`src/rtl/sbl_pkg.sv`:
```
package sbl_pkg;
  typedef enum logic [2:0] {
    PH_IDLE, PH_CMD, PH_SKIP, PH_HUNT, PH_LEN, PH_PAY, PH_TAIL
  } phase_t;

  localparam logic [7:0]  READ_OP   = 8'h03;
  localparam logic [15:0] SYNC_WORD = 16'hBDB3;
  localparam logic [15:0] CRC_POLY  = 16'h1021;
  localparam logic [15:0] CRC_SEED  = 16'hFFFF;
  localparam int          CMD_BITS  = 32;

  // One byte of CRC-16, data fed MSB first, bit-serial feedback form.
  function automatic logic [15:0] crc16_step(input logic [15:0] c, input logic [7:0] d);
    logic [15:0] r;
    logic fb;
    r = c;
    for (int i = 7; i >= 0; i--) begin
      fb = r[15] ^ d[i];
      r = {r[14:0], 1'b0};
      if (fb) r = r ^ CRC_POLY;
    end
    return r;
  endfunction
endpackage

```
`src/rtl/sbl_sck_gen.sv`:
```
module sbl_sck_gen #(
  parameter int HALF_BOOT = 4,
  parameter int HALF_USER = 2
) (
  input  logic clk,
  input  logic rst_n,
  input  logic run,
  input  logic hold,
  input  logic use_user,
  output logic sck,
  output logic rise,
  output logic fall
);
  localparam int MAXH = (HALF_BOOT > HALF_USER) ? HALF_BOOT : HALF_USER;
  localparam int CW   = $clog2(MAXH + 1);

  logic [CW-1:0] cnt;
  logic [CW-1:0] lim;
  logic          sck_q;
  logic          advance;
  logic          edge_now;

  assign lim      = use_user ? CW'(HALF_USER - 1) : CW'(HALF_BOOT - 1);
  assign advance  = run && !(hold && !sck_q);
  assign edge_now = advance && (cnt == lim);
  assign rise     = edge_now && !sck_q;
  assign fall     = edge_now && sck_q;
  assign sck      = sck_q & run;

  always_ff @(posedge clk or negedge rst_n) begin
    if (!rst_n) begin
      cnt   <= '0;
      sck_q <= 1'b0;
    end else if (!run) begin
      cnt   <= '0;
      sck_q <= 1'b0;
    end else if (advance) begin
      if (cnt == lim) begin
        cnt   <= '0;
        sck_q <= ~sck_q;
      end else begin
        cnt <= cnt + 1'b1;
      end
    end
  end
endmodule

```
`src/rtl/sbl_sync_hunter.sv`:
```
module sbl_sync_hunter #(
  parameter int LIMIT = 16384
) (
  input  logic clk,
  input  logic rst_n,
  input  logic clear,
  input  logic en,
  input  logic din,
  output logic hit,
  output logic expired
);
  import sbl_pkg::*;
  localparam int CW = $clog2(LIMIT + 1);

  logic [15:0]   sr;
  logic [CW-1:0] cnt;
  logic [15:0]   window;
  logic          armed;

  assign window  = {sr[14:0], din};
  assign armed   = (cnt >= CW'(15));
  assign hit     = en && armed && (window == SYNC_WORD);
  assign expired = en && !hit && (cnt == CW'(LIMIT - 1));

  always_ff @(posedge clk or negedge rst_n) begin
    if (!rst_n) begin
      sr  <= '0;
      cnt <= '0;
    end else if (clear) begin
      sr  <= '0;
      cnt <= '0;
    end else if (en) begin
      sr  <= window;
      cnt <= cnt + 1'b1;
    end
  end
endmodule

```
`src/rtl/spi_boot_loader.sv`:
```
module spi_boot_loader #(
  parameter int HALF_BOOT  = 4,
  parameter int HALF_USER  = 2,
  parameter int SKIP_BITS  = 128,
  parameter int HUNT_LIMIT = 16384
) (
  input  logic       clk,
  input  logic       rst_n,
  input  logic       start,
  output logic       sck,
  output logic       cs_n,
  output logic       mosi,
  input  logic       miso,
  output logic [7:0] out_data,
  output logic       out_valid,
  input  logic       out_ready,
  output logic       done,
  output logic       timeout,
  output logic       crc_error
);
  import sbl_pkg::*;
  localparam int CNTW = $clog2(SKIP_BITS + CMD_BITS + 1);

  phase_t      phase;
  logic [31:0] cmd_sr;
  logic [CNTW-1:0] cnt;
  logic [2:0]  bit_idx;
  logic [7:0]  bsr;
  logic        byte_sel;
  logic [7:0]  hi_q;
  logic [15:0] remain;
  logic [15:0] crc_q;
  logic        use_user;

  // named internal events
  logic        rise, fall, run, hold;
  logic        hunt_en, sync_hit, hunt_expired;
  logic        in_bytes, byte_done;
  logic [7:0]  new_byte;
  logic [15:0] pair_word;

  assign run       = (phase != PH_IDLE);
  assign cs_n      = !run;
  assign hold      = out_valid && !out_ready;
  assign mosi      = (phase == PH_CMD) && cmd_sr[31];
  assign hunt_en   = rise && (phase == PH_HUNT);
  assign in_bytes  = (phase == PH_LEN) || (phase == PH_PAY) || (phase == PH_TAIL);
  assign byte_done = rise && in_bytes && (bit_idx == 3'd7);
  assign new_byte  = {bsr[6:0], miso};
  assign pair_word = {hi_q, new_byte};

  sbl_sck_gen #(.HALF_BOOT(HALF_BOOT), .HALF_USER(HALF_USER)) u_sck (
    .clk(clk), .rst_n(rst_n), .run(run), .hold(hold), .use_user(use_user),
    .sck(sck), .rise(rise), .fall(fall)
  );

  sbl_sync_hunter #(.LIMIT(HUNT_LIMIT)) u_hunt (
    .clk(clk), .rst_n(rst_n), .clear(phase != PH_HUNT), .en(hunt_en),
    .din(miso), .hit(sync_hit), .expired(hunt_expired)
  );

  always_ff @(posedge clk or negedge rst_n) begin
    if (!rst_n) begin
      phase     <= PH_IDLE;
      cmd_sr    <= '0;
      cnt       <= '0;
      bit_idx   <= '0;
      bsr       <= '0;
      byte_sel  <= 1'b0;
      hi_q      <= '0;
      remain    <= '0;
      crc_q     <= CRC_SEED;
      use_user  <= 1'b0;
      out_data  <= '0;
      out_valid <= 1'b0;
      done      <= 1'b0;
      timeout   <= 1'b0;
      crc_error <= 1'b0;
    end else begin
      if (out_valid && out_ready) out_valid <= 1'b0;
      case (phase)
        PH_IDLE: if (start) begin
          phase     <= PH_CMD;
          cmd_sr    <= {READ_OP, 24'h000000};
          cnt       <= '0;
          use_user  <= 1'b0;
          done      <= 1'b0;
          timeout   <= 1'b0;
          crc_error <= 1'b0;
        end
        PH_CMD: begin
          if (fall) cmd_sr <= {cmd_sr[30:0], 1'b0};
          if (rise) begin
            if (cnt == CNTW'(CMD_BITS - 1)) begin
              phase    <= PH_SKIP;
              cnt      <= '0;
              use_user <= 1'b1;
            end else begin
              cnt <= cnt + 1'b1;
            end
          end
        end
        PH_SKIP: if (rise) begin
          if (cnt == CNTW'(SKIP_BITS - 1)) phase <= PH_HUNT;
          else cnt <= cnt + 1'b1;
        end
        PH_HUNT: begin
          if (sync_hit) begin
            phase    <= PH_LEN;
            bit_idx  <= '0;
            byte_sel <= 1'b0;
            crc_q    <= CRC_SEED;
          end else if (hunt_expired) begin
            timeout <= 1'b1;
            phase   <= PH_IDLE;
          end
        end
        PH_LEN, PH_PAY, PH_TAIL: begin
          if (rise) begin
            bsr     <= new_byte;
            bit_idx <= bit_idx + 1'b1;
          end
          if (byte_done) begin
            if (phase == PH_PAY) begin
              out_data  <= new_byte;
              out_valid <= 1'b1;
              crc_q     <= crc16_step(crc_q, new_byte);
              remain    <= remain - 1'b1;
              if (remain == 16'd1) begin
                phase    <= PH_TAIL;
                byte_sel <= 1'b0;
              end
            end else if (!byte_sel) begin
              hi_q     <= new_byte;
              byte_sel <= 1'b1;
            end else if (phase == PH_LEN) begin
              remain   <= pair_word;
              byte_sel <= 1'b0;
              phase    <= (pair_word == 16'd0) ? PH_TAIL : PH_PAY;
            end else begin
              if (pair_word == crc_q) done <= 1'b1;
              else crc_error <= 1'b1;
              phase <= PH_IDLE;
            end
          end
        end
        default: phase <= PH_IDLE;
      endcase
    end
  end
endmodule

```
`config.mk`:
```
export PLATFORM = sky130hd
export DESIGN_NAME = spi_boot_loader
export DESIGN_NICKNAME = d
export VERILOG_FILES = /design/src/rtl/sbl_pkg.sv /design/src/rtl/sbl_sck_gen.sv /design/src/rtl/sbl_sync_hunter.sv /design/src/rtl/spi_boot_loader.sv
export SDC_FILE = /design/constraint.sdc
export NUM_CORES = 1
export LEC_CHECK = 0
export BUFFER_PORTS_ARGS = -buffer_cell sky130_fd_sc_hd__buf_2
export CORE_MARGIN = 10
export CORE_UTILIZATION = 25
export CTS_CLUSTER_SIZE = 25
export DETAILED_ROUTE_END_ITERATION = 16
export PLACE_DENSITY_LB_ADDON = 0.2
export SETUP_SLACK_MARGIN = 0.2
export SLEW_MARGIN = 10
export SYNTH_ARGS = -nofsm -noshare
export SYNTH_HDL_FRONTEND = slang
export SYNTH_SLANG_ARGS = --single-unit
```
`constraint.sdc`:
```
create_clock -name clk -period 3 [get_ports clk]
set_input_delay 0.6 -clock clk [delete_from_list [all_inputs] [get_ports clk]]
set_output_delay 0.6 -clock clk [all_outputs]
set_load 0.1 [all_outputs]
```
==> impl_metrics.py, run 1 <==
metrics = {
    "die": {
        "die-area_sq_mm": 0.0315,
        "row_count": 57,
        "start_util_pct": 25.5,
        "die_y_um": 177,
        "die_w_um": 177,
        "io_pins": 20,
        "core_area_sq_mm": 0.0243,
    },
    "synthesis": {
        "synth-edff-count": 0,
        "synthCells": 640,
        "synth_top_area_cell": "dfrtp_1",
        "synth_warnings": 0,
        "synth_seq_cells": 117,
        "synthFlopType": "dfrtp_1",
        "seq_area_frac_synth_pct": 47.6,
        "netlist.area_leader.share_pct": 40.8,
        "synth_area_sq_mm": 0.00619,
        "synthArstFlopShare_pct": 100,
        "synth.distinct_cells": 64,
        "syn_avg_cell_area_sq_um": 9.67,
        "synth_fp_nets": 652,
        "netlist_top_cells_area": "dfrtp_1, dfstp_2, nand2_1",
    },
    "cells_and_area": {
        "antenna_cells": 0,
        "final_nets": 674,
        "nFillCells": 2512,
        "area_growth_pct": 17.3,
        "drive_above_1_share_pct": 19.3,
    },
    "pwr": {
        "max-vdd-ir-drop_v": 0.000367,
        "p_per_area_mw_per_mm2": 491,
        "switching_share_pct": 22.3,
        "p_switching_mw": 0.794,
        "power_frac_clock_pct": 54.0,
        "leakagePower_nw": 3.04,
        "p_int_mw": 2.77,
        "combPwrFrac_pct": 1.6,
        "p_seq_share_pct": 44.4,
    },
    "grt": {
        "grt_pass1_vias": 4769,
        "grt_max_degree": 44,
        "grt-ovfl-total": 0,
        "grt_pass1_wl_um": 25500,
        "track_usage_pct": 10.1,
        "antenna_found_initial": 0,
    },
    "placement": {
        "place_hpwl_um": 10500,
        "gp_congestion": 0.790,
        "io_buffers": 19,
    },
    "sta": {
        "rsz0062_at_grt": "no",
        "whs_ns": 0.162,
        "fmax_mhz": 376,
        "period_minus_slack_ns": 2.66,
        "slew_headroom_pct": 48.5,
        "final_max_slew_viol_count": 0,
        "setup_tns_ns": 0,
        "hold_viol": 0,
        "setup_viol": 0,
        "skew_ns": 0.0110,
        "tightestPinTransition_ns": 0.770,
        "fin_crit_sh_pct": 88.7,
    },
    "routing": {
        "avgViaCountPerCell": 4.79,
        "routed-via-count": 4784,
        "drt_iter0_drc": 286,
        "detail-route-antenna-nets": 0,
        "drc": 0,
        "wire_per_inst_um": 15.3,
        "drtPass1Iterations": 4,
        "drt_wl_total_um": 15300,
    },
    "flow_run": {
        "cap_violations": 0,
    },
    "worst_hold_path": {
        "hold_path_class": "input pin to asynchronous set/reset pin",
    },
    "worst_setup_path": {
        "crit_type": "flop to primary output",
        "path_max_fanout": 8,
        "required_ns": 2.40,
        "arrival_ns": 2.06,
        "setup.worst_path.start_class": "flop",
        "worstSetupEndpointType": "primary output",
    },
    "clock_network": {
        "clk_pin_slew_ns": 0.06,
        "root_buffer": "clkbuf_16",
        "tritoncts": "yes",
        "cts_buffers": 17,
        "cts_setup_buffers": 0,
        "cts_resized": 0,
        "cts_buffer_depth": 2,
        "clkLatencyLatePin_ns": 0.42,
        "htree_levels": 4,
        "cts.hold.buffers_added": 0,
        "cts_sinks": 117,
    },
    "run_status": {
        "status": "completed",
    },
}
==> sequential cells by signal, summed over array words and instances, names as in the netlist, 3 cells and up <==
name	flops
crc_q	16
remain	16
u_hunt.cnt	15
u_hunt.sr	15
cmd_sr	8
cnt	8
hi_q	8
out_data	8
bsr	7
bit_idx	3
phase	3
u_sck.cnt	3
==> final cells by class <==
cell class,instances,area [sq um],area share (%)
Multi-Input combinational cell,476,3050,42.0
Clock inverter,12,106,1.46
Clock buffer,20,457,6.29
Sequential cell,117,2950,40.6
Inverter,13,48.8,0.672
Timing Repair Buffer,37,245,3.38
Tap cell,324,405,5.58
==> stage by stage <==
stage	power [mW]	worst slack, ns	utilization, %	instance area [sq um]	std cells
2_1_floorplan	1.62	0.373	-	6200	640
3_3_place_gp	1.67	0.481	27.6	6700	967
3_5_place_dp	1.67	0.393	27.6	6700	967
4_1_cts	3.64	0.299	29.9	7260	999
5_1_grt	3.69	0.242	29.9	7260	999
6_report	3.56	0.340	29.9	7260	999
==> Yosys cell counts (all sizes together), types with 2 or more instances <==
cell / n
nor2b: 4
a21boi: 2
or3: 11
a2bb2oi: 3
a22o: 2
o21ai: 39
nand2b: 4
nor2: 41
inv: 13
xnor2: 36
o22ai: 4
nor4: 13
ha: 7
and2: 3
dfrtp: 101
nor3b: 2
o21a: 2
mux2i: 4
dfstp: 16
nand3: 19
o211a: 2
buf: 9
nand4b: 4
nand2: 98
mux2: 36
o32ai: 3
and3: 3
o31ai: 7
a22oi: 4
and4: 6
a211oi: 3
a21oi: 49
nor3: 15
clkbuf: 25
o41ai: 2
xor2: 17
nand4: 11
a31oi: 5
==> metal layers <==
layer | track usage (%) | vias up | wire length (um)
met5 | 0 | - | 0
met4 | 4.10 | 0 | 278
met3 | 2.04 | 16 | 277
met2 | 16.0 | 43 | 7260
met1 | 13.0 | 2408 | 7470
li1 | - | 2317 | -
==> worst paths after layout <==
kind	slack [ns]	endpoint	from	cells past startpoint
hold reg to reg	0.48	cmd_sr[27]	cmd_sr[27]	2
hold / removal	0.16	u_hunt.cnt[4]	rst_n	1
max in group asynchronous	2.12	crc_q[13]	rst_n	2
setup reg to reg	0.55	crc_q[2]	u_hunt.cnt[0]	8
min in group clk	0.48	cmd_sr[27]	cmd_sr[27]	2
setup / recovery	0.34	sck	phase[1]	5
==> worst max-delay path: stages (launching register included) <==
cell and delay, ns:
dfrtp_1 0.37, or3_1 0.48, inv_1 0.26, buf_4 0.21
nor2_4 0.04, buf_2 0.28
==> power by group through the flow <==
| stage | Clock [mW] | Combinational [mW] | Sequential, mW |
|---|---|---|---|
| detailed placement | 0 | 0.0608 | 1.61 |
| global placement | 0 | 0.0603 | 1.61 |
| CTS | 1.99 | 0.0611 | 1.58 |
| finish | 1.93 | 0.0576 | 1.58 |
| floorplan | 0 | 0.0139 | 1.61 |
| global route | 2.05 | 0.0670 | 1.58 |
==> cells in the final DEF (no fill, tap or decap), types with 13 or more instances in the layout <==
cell       netlist  routed
xnor2_1         36      36
nand3_1         19      19
xor2_1          17      17
o21ai_0         39      39
nor2_1          40      39
buf_4            2      18
clkbuf_16        0      17
buf_2            4      18
dfstp_2         16      16
nand2_1         97      97
dfrtp_1        101     101
nor3_1          13      13
a21oi_1         49      49
mux2_2          29      29
==> logic make-up (layout without fill, tap and decap cells) <==
group           after synthesis  after routing  share of synthesized area, %
compound gates              137            137                          13.7
xor+xnor                     53             53                          7.50
fa+ha+maj                     7              7                          1.41
buf+inv                      47             82                          3.17
flops                       117            117                          47.6
mux                          40             40                          7.62
simple gates                239            239                          19.0
Power figures use the tool's default switching activity.
==> run 2, diff against run 1 <==
--- a/config.mk
+++ b/config.mk
@@ -5,9 +5,10 @@
 export SDC_FILE = /design/constraint.sdc
 export NUM_CORES = 1
 export LEC_CHECK = 0
+export ABC_AREA = 1
 export BUFFER_PORTS_ARGS = -buffer_cell sky130_fd_sc_hd__buf_2
 export CORE_MARGIN = 10
-export CORE_UTILIZATION = 25
+export CORE_UTILIZATION = 40
 export CTS_CLUSTER_SIZE = 25
 export DETAILED_ROUTE_END_ITERATION = 16
 export PLACE_DENSITY_LB_ADDON = 0.2
==> constraint.sdc (replaced) <==
create_clock -name clk -period 2.4 [get_ports clk]
set_input_delay 0.48 -clock clk [delete_from_list [all_inputs] [get_ports clk]]
set_output_delay 0.48 -clock clk [all_outputs]
set_load 0.1 [all_outputs]
==> run 2 against run 1 <==
Total power up 75%. Sequential power increased by 42%. Non-clock buffer count fell by 4. Clock skew grew 0.0011 ns. Via count up 15%. Sequential share of layout area shrank 1.3 points. First-iteration DRC count is 17% higher. Largest cell class unchanged.
==> impl_metrics.py, run 2 <==
metrics = {
    "run_status": {
        "status": "completed",
    },
    "sta": {
        "fin_crit_sh_pct": 88.1,
        "slew_headroom_pct": 61.7,
        "setup_viol": 0,
        "period_minus_slack_ns": 2.12,
        "rsz0062_at_grt": "yes",
        "skew_ns": 0.0122,
        "hold_viol": 0,
        "setup_tns_ns": 0,
        "fmax_mhz": 473,
        "final_max_slew_viol_count": 0,
        "tightestPinTransition_ns": 0.571,
    },
    "pwr": {
        "p_switching_mw": 2.11,
        "leakagePower_nw": 3.54,
        "p_seq_share_pct": 36.0,
        "p_int_mw": 4.14,
        "p_per_area_mw_per_mm2": 832,
        "power_frac_clock_pct": 40.2,
        "switching_share_pct": 33.8,
        "combPwrFrac_pct": 23.8,
        "max-vdd-ir-drop_v": 0.000643,
    },
    "synthesis": {
        "synthAdderAreaFrac_pct": 1.35,
        "muxShareOfSynthArea_pct": 0,
        "synth_top_area_cell": "dfrtp_1",
        "synth_fp_nets": 873,
        "seq_area_frac_synth_pct": 45.5,
        "synthCells": 861,
        "synth_xor_area_share_pct": 4.73,
        "synthFlopType": "dfrtp_1",
        "synth_area_sq_mm": 0.00647,
        "synthArstFlopShare_pct": 100,
        "syn_avg_cell_area_sq_um": 7.52,
        "synth.distinct_cells": 36,
        "synth-edff-count": 0,
        "netlist.area_leader.share_pct": 39.0,
        "synthSimpleGateAreaFrac_pct": 27.3,
        "synth_compound_area_share_pct": 12.7,
        "synth_top_family_by_area": "simple AND/OR/NAND/NOR gates",
        "netlist_top_cells_area": "dfrtp_1, nand2_1, o21ai_0",
        "synth_seq_cells": 117,
        "synth_warnings": 0,
        "synth.most_common_cell": "nand2_1",
        "synth_common_cells": "nand2_1, inv_1, nor2_1",
    },
    "routing": {
        "drt_iter0_drc": 335,
        "drtPass1Iterations": 5,
        "routed-via-count": 5490,
        "wire_per_inst_um": 13.5,
        "wl_met1_um": 7660,
        "wl_met2_um": 6820,
        "detail-route-antenna-nets": 0,
        "drt_wl_total_um": 15200,
        "maxUsedRoutingLayer": "met4",
        "avgViaCountPerCell": 4.90,
        "wl_met3_um": 576,
        "drc": 0,
    },
    "clock_network": {
        "root_buffer": "clkbuf_16",
        "cts.hold.buffers_added": 0,
        "cts_buffer_depth": 2,
        "cts_buffers": 17,
        "htree_levels": 4,
        "clkLatencyLatePin_ns": 0.42,
        "tritoncts": "yes",
        "clk_pin_slew_ns": 0.05,
        "cts_sinks": 117,
    },
    "worst_setup_path": {
        "reg2reg_from": "phase[0]",
        "worstSetupEndpointType": "primary output",
        "crit_start": "phase[1]",
        "crit_end": "mosi",
        "path_max_fanout": 7,
        "reg2reg_to": "crc_q[0]",
        "required_ns": 1.92,
        "crit_type": "flop to primary output",
        "setup.worst_path.start_class": "flop",
        "arrival_ns": 1.64,
        "r2r_cells": 11,
        "reg2reg_slack_ns": 0.45,
    },
    "die": {
        "die-area_sq_mm": 0.0217,
        "core_area_sq_mm": 0.0159,
        "row_count": 46,
        "io_pins": 20,
        "start_util_pct": 40.8,
        "die_y_um": 147,
        "die_w_um": 147,
    },
    "flow_run": {
        "cap_violations": 0,
    },
    "grt": {
        "grt_pass1_wl_um": 25600,
        "antenna_found_initial": 0,
        "grt_pass1_vias": 4995,
        "grt-ovfl-total": 0,
        "track_usage_pct": 14.4,
        "grt_max_degree": 47,
    },
    "cells_and_area": {
        "final_nets": 905,
        "final_common_cell": "nand2_1",
        "drive_above_1_share_pct": 11.8,
        "layout.cells.non_filler": 1121,
        "final_cell_mix": "nand2_1, inv_1, nor2_1",
        "largestRegisters": "crc_q: 16 flops, remain: 16 flops",
        "antenna_cells": 0,
        "area_growth_pct": 16.0,
    },
    "placement": {
        "gp_congestion": 0.804,
        "place_hpwl_um": 10900,
        "dp.cells": 1089,
        "io_buffers": 19,
    },
    "worst_hold_path": {
        "hold_path_class": "input pin to asynchronous set/reset pin",
    },
}
## run 2: cell count changes after synthesis, sizes merged, moves of 36 or more
cell	delta
nor2	+67
nand2	+117
o21ai	+66
inv	+104
nand3	+37
mux2	-36
## run 2: worst max-delay path, cell delays in order (launching register included)
cell and delay (ns):
dfrtp_2 0.46, nor2_1 0.19, nand2_1 0.18, nor2_2 0.15, buf_6 0.24
## run 2: cells by family after synthesis
logic type               count (synthesis)
AND/OR/NAND/NOR                        409
AO/OA/AOI/OAI                          155
flip-flops                             117
adder cells (fa/ha/maj)                  7
XOR/XNOR                                35
buffers and inverters                  138
## run 2: repair_timing
| item | CTS | global route |
|---|---|---|
| buffers inserted | 0 | 1 |
| setup endpoints to repair | 3 | 40 |
| gates resized for setup | 4 | 9 |
| pin swaps | 0 | 1 |
## run 2: through the flow
stage                     hold WS (ns)  power, mW  utilization, %  setup slack [ns]  area (sq um)
after floorplan                  0.184       3.34               -             0.179          6480
after global placement           0.464       3.72            43.3             0.350          6880
after detailed placement         0.468       3.72            43.3             0.317          6880
after CTS                       0.0368       6.26            47.1             0.188          7480
after global routing            0.0454       6.59            47.3             0.149          7510
final                           0.0220       6.24            47.3             0.285          7510
## run 2: layout make-up
cell class / instances / area [sq um]
fill: 1601 / 8380
timing repair buffer: 33 / 246
sequential: 117 / 2950
inverter: 118 / 444
tap: 216 / 270
multi-input combinational: 606 / 3010
clock buffer: 22 / 484
clock inverter: 9 / 101
## run 2: layer usage
layer  global-route usage (%)  up-vias
met4                     4.11        0
li1                         -     2830
met1                     20.1     2556
met3                     3.75       14
met2                     21.3       90
met5                        0        -
## run 2: worst min path at each step
| stage | start | end |
|---|---|---|
| 2_1_floorplan | rst_n | bit_idx[0] |
| 3_3_place_gp | out_data[6] | out_data[6] |
| 3_5_place_dp | out_data[4] | out_data[4] |
| 4_1_cts | rst_n | remain[10] |
| 5_1_grt | rst_n | out_data[3] |
| 6_report | rst_n | remain[10] |
## run 2: power by group through the flow
stage	Clock (mW)	Sequential, mW	Combinational (mW)
after detailed placement	0	2.26	1.45
after global routing	2.67	2.27	1.65
after CTS	2.55	2.24	1.47
final	2.51	2.25	1.48
after floorplan	0	2.41	0.932
after global placement	0	2.26	1.46
==> run 3, diff against run 2 <==
--- a/config.mk
+++ b/config.mk
@@ -7,6 +7,8 @@
 export LEC_CHECK = 0
 export ABC_AREA = 1
 export BUFFER_PORTS_ARGS = -buffer_cell sky130_fd_sc_hd__buf_2
+export CELL_PAD_IN_SITES_DETAIL_PLACEMENT = 1
+export CELL_PAD_IN_SITES_GLOBAL_PLACEMENT = 1
 export CORE_MARGIN = 10
 export CORE_UTILIZATION = 40
 export CTS_CLUSTER_SIZE = 25
==> run 3 against run 2 <==
Die area is the same. Combinational power is essentially flat. Final area is essentially flat. Critical path type unchanged. Critical endpoint unchanged. Largest power group unchanged.
==> impl_metrics.py, run 3 (synthesis gave the netlist of run 2 again) <==
metrics = {
    "run_status": {
        "status": "completed",
    },
    "cells_and_area": {
        "antenna_cells": 0,
        "fin_area_sq_mm": 0.00750,
        "final_common_cell": "nand2_1",
        "utilization_pct": 47.2,
        "final_cell_mix": "nand2_1, inv_1, nor2_1",
        "drive_above_1_share_pct": 11.6,
        "nFillCells": 2006,
        "final_nets": 902,
        "largestRegisters": "crc_q: 16 flops, remain: 16 flops",
        "area_growth_pct": 15.9,
    },
    "grt": {
        "grt_max_degree": 51,
        "grt-ovfl-total": 0,
        "grt_pass1_vias": 6083,
        "grt_pass1_wl_um": 30600,
        "antenna_found_initial": 0,
        "track_usage_pct": 17.2,
    },
    "worst_setup_path": {
        "r2r_cells": 12,
        "crit_end": "mosi",
        "crit_start": "phase[1]",
        "arrival_ns": 1.68,
        "crit_type": "flop to primary output",
        "worstSetupEndpointType": "primary output",
        "reg2reg_slack_ns": 0.37,
        "path_max_fanout": 7,
        "reg2reg_to": "phase[2]",
        "required_ns": 1.92,
        "setup.worst_path.start_class": "flop",
        "reg2reg_from": "cnt[0]",
    },
    "clock_network": {
        "clk_pin_slew_ns": 0.05,
        "tritoncts": "yes",
        "clkLatencyLatePin_ns": 0.43,
        "cts_sinks": 117,
        "cts_buffers": 17,
        "htree_levels": 4,
        "root_buffer": "clkbuf_16",
        "cts_buffer_depth": 2,
    },
    "routing": {
        "avgViaCountPerCell": 5.16,
        "wire_per_inst_um": 15.9,
        "routed-via-count": 5779,
        "drtPass1Iterations": 4,
        "detail-route-antenna-nets": 0,
        "drc": 0,
        "drt_wl_total_um": 17800,
        "drt_iter0_drc": 292,
    },
    "placement": {
        "place_hpwl_um": 13000,
        "io_buffers": 19,
        "gp_congestion": 0.846,
        "dp_slack_ns": 0.231,
        "dpl_cell_area_sq_mm": 0.00685,
    },
    "pwr": {
        "p_per_area_mw_per_mm2": 849,
        "p_switching_mw": 2.20,
        "combPwrFrac_pct": 23.3,
        "switching_share_pct": 34.6,
        "power_frac_clock_pct": 41.3,
        "p_int_mw": 4.17,
        "p_total_mw": 6.37,
        "p_seq_share_pct": 35.4,
        "leakagePower_nw": 3.52,
        "max-vdd-ir-drop_v": 0.000548,
    },
    "sta": {
        "setup_tns_ns": 0,
        "hold_viol": 0,
        "setup_slack_ns": 0.236,
        "tightestPinTransition_ns": 0.584,
        "rsz0062_at_grt": "yes",
        "skew_ns": 0.00955,
        "fin_crit_sh_pct": 90.2,
        "setup_viol": 0,
        "period_minus_slack_ns": 2.16,
        "fmax_mhz": 462,
        "slew_headroom_pct": 60.8,
        "final_max_slew_viol_count": 0,
    },
    "die": {
        "die-area_sq_mm": 0.0217,
        "io_pins": 20,
        "row_count": 46,
        "die_w_um": 147,
        "start_util_pct": 40.8,
        "core_area_sq_mm": 0.0159,
        "die_y_um": 147,
    },
    "worst_hold_path": {
        "hold_path_class": "input pin to asynchronous set/reset pin",
    },
    "flow_run": {
        "cap_violations": 0,
    },
}
-- run 3: changes by cell type in the layout (fill, tap and decap cells not counted), sizes merged --
cell      delta
clkinv       -2
bufinv       +1
clkinvlp     +4
buf          -3
inv          +1
clkbuf       -3
-- run 3: through the flow --
step / hold WS (ns) / instances
final: 0.0341 / 1119
after global placement: 0.464 / 1087
after global routing: 0.0510 / 1119
after floorplan: 0.184 / 861
after detailed placement: 0.476 / 1087
after CTS: 0.0490 / 1119
-- run 3: repair_timing --
| action | in CTS | in global routing |
|---|---|---|
| hold buffers | 0 | 0 |
| endpoints found under the setup margin | 3 | 42 |
| setup buffers | 0 | 0 |
| gates resized for setup | 3 | 11 |
-- run 3: final cells by class --
type | count | area [sq um] | share of cell area (%)
multi-input combinational | 606 | 3020 | 40.2
sequential | 117 | 2950 | 39.3
clock buffer | 19 | 453 | 6.04
inverter | 118 | 448 | 5.97
tap | 216 | 270 | 3.60
timing repair buffer | 30 | 208 | 2.77
clock inverter | 13 | 156 | 2.08
-- run 3: critical path, stage by stage (launching register included) --
cell	delay, ns
dfrtp_1	0.47
nor2_1	0.21
nand2_1	0.20
nor2_2	0.14
buf_6	0.23
-- run 3: per-layer routing --
layer	vias to the layer above	share of wire, %	global-route usage (%)	routed length, um
li1	2827	-	-	-
met1	2886	47	21.3	8340
met2	51	50	29.4	8890
met3	15	2.4	3.16	422
met4	0	0.95	5.35	169
met5	-	0	0	0
-- run 3: power by group through the flow --
stage	Sequential [mW]	Clock (mW)	Combinational (mW)
6_report	2.26	2.63	1.48
5_1_grt	2.27	2.78	1.65
4_1_cts	2.25	2.68	1.48
3_5_place_dp	2.27	0	1.47
3_3_place_gp	2.27	0	1.42
2_1_floorplan	2.41	0	0.932
-- run 3: worst min-delay path by stage --
stage | depth (start not counted) | slack (ns) | start | end
after global placement | 2 | 0.46 | out_data[6] | out_data[6]
after global routing | 2 | 0.05 | rst_n | u_hunt.cnt[14]
after detailed placement | 2 | 0.48 | out_data[3] | out_data[3]
final | 2 | 0.03 | rst_n | u_hunt.cnt[14]
after floorplan | 0 | 0.18 | rst_n | bit_idx[0]
after CTS | 2 | 0.05 | rst_n | u_hunt.cnt[14]
